--- src/rtl/cmos_win_pkg.sv ---
package cmos_win_pkg;
  // which source answers a pending host read
  typedef enum logic [1:0] {
    SRC_NONE  = 2'd0,
    SRC_INDEX = 2'd1,
    SRC_CLOCK = 2'd2,
    SRC_STORE = 2'd3
  } rd_src_e;
endpackage

--- src/rtl/cmos_index_decode.sv ---
module cmos_index_decode
  import cmos_win_pkg::*;
#(
  parameter int IDX_W    = 8,
  parameter int RTC_LAST = 13
) (
  input  logic             clk,
  input  logic             rst_n,
  input  logic             host_addr0,
  input  logic             host_rd,
  input  logic             host_wr,
  input  logic [IDX_W-1:0] host_wdata,
  output logic [IDX_W-1:0] sel_q,
  output rd_src_e          rd_src,
  output logic             store_we,
  output logic             rtc_addr,
  output logic             rtc_rd,
  output logic             rtc_wr,
  output logic [IDX_W-1:0] rtc_wdata
);
  logic wr_go, rd_go, sel_low, wdat_low;

  // a write wins over a simultaneous read
  assign wr_go    = host_wr;
  assign rd_go    = host_rd & ~host_wr;
  assign sel_low  = (int'(sel_q) <= RTC_LAST);
  assign wdat_low = (int'(host_wdata) <= RTC_LAST);
  assign store_we = wr_go & host_addr0 & ~sel_low;

  always_comb begin
    if (!rd_go)           rd_src = SRC_NONE;
    else if (!host_addr0) rd_src = SRC_INDEX;
    else if (sel_low)     rd_src = SRC_CLOCK;
    else                  rd_src = SRC_STORE;
  end

  always_ff @(posedge clk) begin
    if (!rst_n) begin
      sel_q     <= '0;
      rtc_addr  <= 1'b0;
      rtc_rd    <= 1'b0;
      rtc_wr    <= 1'b0;
      rtc_wdata <= '0;
    end else begin
      rtc_rd <= rd_go & host_addr0 & sel_low;
      rtc_wr <= wr_go & (host_addr0 ? sel_low : wdat_low);
      if (wr_go) rtc_wdata <= host_wdata;
      if (wr_go || rd_go) rtc_addr <= host_addr0;
      if (wr_go && !host_addr0) sel_q <= host_wdata;
    end
  end
endmodule

--- src/rtl/cmos_ram_store.sv ---
module cmos_ram_store #(
  parameter int          IDX_W          = 8,
  parameter int          DATA_W         = 8,
  parameter bit          CENTURY_PRESET = 1'b0,
  parameter int          CENTURY_IDX    = 8'h48,
  parameter int          CENTURY_VAL    = 20
) (
  input  logic              clk,
  input  logic              rst_n,
  input  logic              we,
  input  logic [IDX_W-1:0]  idx,
  input  logic [DATA_W-1:0] wdata,
  output logic [DATA_W-1:0] rdata_q
);
  localparam int DEPTH = 1 << IDX_W;

  logic [DATA_W-1:0] mem [DEPTH];

  // per-byte storage so each cell carries its own reset value
  for (genvar g = 0; g < DEPTH; g++) begin : g_cell
    localparam logic [DATA_W-1:0] RST_VAL =
      (CENTURY_PRESET && g == CENTURY_IDX) ? DATA_W'(CENTURY_VAL) : '0;
    always_ff @(posedge clk) begin
      if (!rst_n)                                   mem[g] <= RST_VAL;
      else if (we && idx == IDX_W'(g))              mem[g] <= wdata;
    end
  end

  always_ff @(posedge clk) begin
    if (!rst_n) rdata_q <= '0;
    else        rdata_q <= mem[idx];
  end
endmodule

--- src/rtl/cmos_read_return.sv ---
module cmos_read_return
  import cmos_win_pkg::*;
#(
  parameter int DATA_W = 8
) (
  input  logic              clk,
  input  logic              rst_n,
  input  rd_src_e           rd_src,
  input  logic [DATA_W-1:0] sel_now,
  input  logic [DATA_W-1:0] store_q,
  input  logic [DATA_W-1:0] clock_rdata,
  output logic [DATA_W-1:0] host_rdata,
  output logic              host_rvalid
);
  rd_src_e           src_q;
  logic [DATA_W-1:0] sel_d;

  always_ff @(posedge clk) begin
    if (!rst_n) begin
      src_q       <= SRC_NONE;
      sel_d       <= '0;
      host_rdata  <= '0;
      host_rvalid <= 1'b0;
    end else begin
      src_q       <= rd_src;
      sel_d       <= sel_now;
      host_rvalid <= (src_q != SRC_NONE);
      unique case (src_q)
        SRC_INDEX: host_rdata <= sel_d;
        SRC_CLOCK: host_rdata <= clock_rdata;
        SRC_STORE: host_rdata <= store_q;
        default:   host_rdata <= host_rdata;
      endcase
    end
  end
endmodule

--- src/rtl/cmos_idx_window.sv ---
module cmos_idx_window
  import cmos_win_pkg::*;
#(
  parameter int RTC_LAST       = 13,
  parameter bit CENTURY_PRESET = 1'b0,
  parameter int CENTURY_IDX    = 8'h48,
  parameter int CENTURY_VAL    = 20
) (
  input  logic       clk,
  input  logic       rst_n,
  input  logic       host_addr0,
  input  logic       host_rd,
  input  logic       host_wr,
  input  logic [7:0] host_wdata,
  output logic [7:0] host_rdata,
  output logic       host_rvalid,
  output logic       rtc_addr,
  output logic       rtc_rd,
  output logic       rtc_wr,
  output logic [7:0] rtc_wdata,
  input  logic [7:0] rtc_rdata
);
  localparam int IDX_W  = 8;
  localparam int DATA_W = 8;

  logic [IDX_W-1:0]  sel_q;
  logic [DATA_W-1:0] store_q;
  logic              store_we;
  rd_src_e           rd_src;

  cmos_index_decode #(.IDX_W(IDX_W), .RTC_LAST(RTC_LAST)) u_dec (
    .clk(clk), .rst_n(rst_n), .host_addr0(host_addr0), .host_rd(host_rd),
    .host_wr(host_wr), .host_wdata(host_wdata), .sel_q(sel_q),
    .rd_src(rd_src), .store_we(store_we), .rtc_addr(rtc_addr),
    .rtc_rd(rtc_rd), .rtc_wr(rtc_wr), .rtc_wdata(rtc_wdata)
  );

  cmos_ram_store #(
    .IDX_W(IDX_W), .DATA_W(DATA_W), .CENTURY_PRESET(CENTURY_PRESET),
    .CENTURY_IDX(CENTURY_IDX), .CENTURY_VAL(CENTURY_VAL)
  ) u_store (
    .clk(clk), .rst_n(rst_n), .we(store_we), .idx(sel_q),
    .wdata(host_wdata), .rdata_q(store_q)
  );

  cmos_read_return #(.DATA_W(DATA_W)) u_ret (
    .clk(clk), .rst_n(rst_n), .rd_src(rd_src), .sel_now(sel_q),
    .store_q(store_q), .clock_rdata(rtc_rdata),
    .host_rdata(host_rdata), .host_rvalid(host_rvalid)
  );
endmodule

--- config.mk ---
export PLATFORM = sky130hd
export DESIGN_NAME = cmos_idx_window
export DESIGN_NICKNAME = d
export VERILOG_FILES = /design/src/rtl/cmos_win_pkg.sv /design/src/rtl/cmos_index_decode.sv /design/src/rtl/cmos_ram_store.sv /design/src/rtl/cmos_read_return.sv /design/src/rtl/cmos_idx_window.sv
export SDC_FILE = /design/constraint.sdc
export NUM_CORES = 2
export LEC_CHECK = 0
export CORE_ASPECT_RATIO = 1.25
export CORE_MARGIN = 3
export CORE_UTILIZATION = 50
export CTS_CLUSTER_SIZE = 14
export DETAILED_ROUTE_END_ITERATION = 12
export PLACE_DENSITY = 0.75
export SLEW_MARGIN = 15
export SYNTH_ARGS = -nofsm -noshare
export SYNTH_HDL_FRONTEND = slang
export SYNTH_HIERARCHICAL = 1
export SYNTH_SLANG_ARGS = --single-unit
--- constraint.sdc ---
create_clock -name clk -period 5.2 [get_ports clk]
set_input_delay 1.3 -clock clk [delete_from_list [all_inputs] [get_ports clk]]
set_output_delay 1.3 -clock clk [all_outputs]
set_load 0.1 [all_outputs]
==> flow_metrics.tcl <==
set metrics [dict create \
    outcome "finished clean" \
    utilization 0.557 \
    die_h_um 499 \
    grt_overflow 0 \
    cts_root_buffer "clkbuf_16" \
    synth_common_cells "edfxtp_1 (2048), and3_1 (1827), clkbuf_1 (731)" \
    cp-start-kind "register" \
    synthArstFlopShare 0 \
    grt_pass1_wl_mm 409 \
    clock_sinks 2094 \
    rsz0062_at_grt "false" \
    port_buffers 40 \
    yosys_warnings 6 \
    ctsHoldBuffers 0 \
    synth_top_area_cell "edfxtp_1" \
    first_pass_iters 7 \
    maxSlewHeadroom 0.149 \
    synth_top_family_by_area "simple AND/OR/NAND/NOR gates" \
    end_kind "register" \
    rows 180 \
    area_growth_pct 10.6 \
    synth_compound_area_frac 0.0416 \
    clockBufferDepth 3 \
    drc 0 \
    gp_congestion 0.925 \
    hold_violations 0 \
    synthMuxAreaShare 0.126 \
    total_power_mw 35.4 \
    insertion_delay_ns 0.84 \
    die_w_um 401 \
    vias_per_cell 6.64 \
    crit_required_ns 5.85 \
    synthSimpleGateAreaFrac 0.152 \
    drive_above_1_share 0.178 \
    slew_violations 0 \
    dp_hpwl_mm 170 \
    yosysUniqueCellTypes 67 \
    clkTransAtPathRegs_ns 0.06 \
    worstSetupPathType "register to register" \
    start_util 0.504 \
    powerDensity_nw_per_um2 329 \
    yosysMostFrequentCell "edfxtp_1" \
    ys_ff_latch 2094 \
    dieArea_um2 200000 \
    critPathMaxFanout 33 \
    grt_pass1_vias 61219 \
    setup_violations 0 \
    grt_antenna_before_repair 21 \
    synth-main-ff-cell "edfxtp_1" \
    placed_cells 8953 \
    finalCritPeriodShare 0.866 \
    nets 6621 \
    ys_top_cells_by_area "edfxtp_1 (63%), and3_1 (12%), mux4_2 (9.1%)" \
    leakagePower_nw 43.2 \
    synth_top_area_frac 0.632 \
    cts_tree "done" \
    setup_slack_ns 0.697 \
    ios 41 \
    synthCells 6791 \
    min_period_ns 4.50 \
    fin_skew_ns 0.0373 \
    n_fill_cell 14583 \
    max_cap_viol_count 0 \
    routed_wl_mm 279 \
    peakVddDrop_mv 0.365 \
    synth-edff-count 2048 \
    ys_seq_area_frac 0.642 \
    h-tree-depth 4 \
    grt_use_total 0.274 \
    instances_no_fill 9319 \
    wl_per_cell_um 30.0 \
    synth_xor_area_frac 0 \
    max_freq_mhz 222 \
    vias 61836 \
    first_iter_violations 9720 \
    synth_nets 6812 \
    worst_slew_pin_slew_ns 1.28 \
    synth_fa_ha_area_frac 0 \
    syn_avg_cell_area_um2 14.3 \
    postCtsSetupBuffers 0 \
    hold_class "register to register" \
    cts_resized 0 \
    cts_made_buffers 193 \
    ant_nets 0 \
    coreArea_um2 193000 \
    post-place-ws_ns 0.610 \
    grt_max_degree 161 \
    final.setup.tns_ns 0 \
    arrival_ns 5.15 \
    syn_area_um2 97300 \
]
## per-stage QoR
stage                     cell area, um^2  hold WS [ns]
after floorplan                     97300         0.453
after global placement             102000         0.456
after detailed placement           102000         0.469
after CTS                          108000         0.478
after global routing               108000         0.494
final                              108000         0.479
## kinds of logic after synthesis
group	count (synthesis)
buf+inv	904
simple gates	2435
mux	712
flops	2094
compound gates	646
## cell type report
cell class,count,area (um^2),area share
Inverter,3,11.3,0.000105
Tap cell,2548,3190,0.0296
Clock inverter,108,851,0.00791
Antenna cell,13,32.5,0.000302
Timing Repair Buffer,515,4640,0.0431
Multi-Input combinational cell,3793,31200,0.291
Clock buffer,245,5140,0.0478
Sequential cell,2094,62400,0.581
## sequential cells by signal (all words and copies together), names as in the netlist, 2 cells and up
| register | cells |
|---|---|
| u_dec/rtc_wdata | 8 |
| u_dec/sel_q | 8 |
| u_ret/host_rdata | 8 |
| u_ret/sel_d | 8 |
| u_ret/src_q | 2 |
| u_store/mem | 2048 |
| u_store/rdata_q | 8 |
## worst paths after layout
check / startpoint / end / slack [ns] / cells past startpoint
worst max-delay path: u_dec/sel_q[3] / u_store/rdata_q[3] / 0.70 / 8
worst min-delay path: u_dec/rtc_addr / u_dec/rtc_addr / 0.48 / 2
worst max register to register: u_dec/sel_q[3] / u_store/rdata_q[3] / 0.70 / 8
worst min register to register: u_dec/rtc_addr / u_dec/rtc_addr / 0.48 / 2
## critical path, cell delays in order, from the launching register on
cell and delay [ns]:
dfxtp_4 0.82, buf_4 0.52, and2_1 0.84, nand2_1 0.23
nand4_1 0.25, nand3_1 0.13, a2111o_1 0.44, a221oi_1 0.73
a2111oi_0 0.25
## cell usage in the layout (no fill, tap or decap), types with 10 or more instances in the layout
cell type and instances:
clkinv_1 54, a221oi_1 39, o21ai_0 292, mux2i_1 301
nor2_4 21, a21oi_1 45, dfxtp_1 40, and2_1 256
o22ai_1 53, a22o_1 13, and3_1 1818, nand4_1 16
a211oi_1 16, nand2_1 89, nor2b_1 33, clkbuf_1 46
o211ai_1 10, nor4_1 18, diode_2 13, nor2_1 76
clkdlybuf4s50_1 31, buf_12 51, nand3_1 55, a31oi_1 16
edfxtp_1 2048, clkbuf_16 198, bufinv_16 11, buf_4 424
a22oi_1 96, clkbuf_8 10, clkinv_2 29, mux4_2 395
## per-layer routing
layer | track usage | wire length, um | part of all wire
met5 | 0.00312 | 161 | 0.00058
met2 | 0.448 | 135000 | 0.48
met1 | 0.334 | 93800 | 0.34
met3 | 0.0610 | 30800 | 0.11
met4 | 0.169 | 19400 | 0.069
## where the power goes
part / leakage [nW] / total [mW] / switching (mW) / internal, mW
combinational: 18.7 / 2.47 / 1.64 / 0.833
sequential: 21.6 / 19.2 / 0.217 / 19.0
clock: 2.93 / 13.7 / 6.15 / 7.52
(Power assumes the default switching activity.)
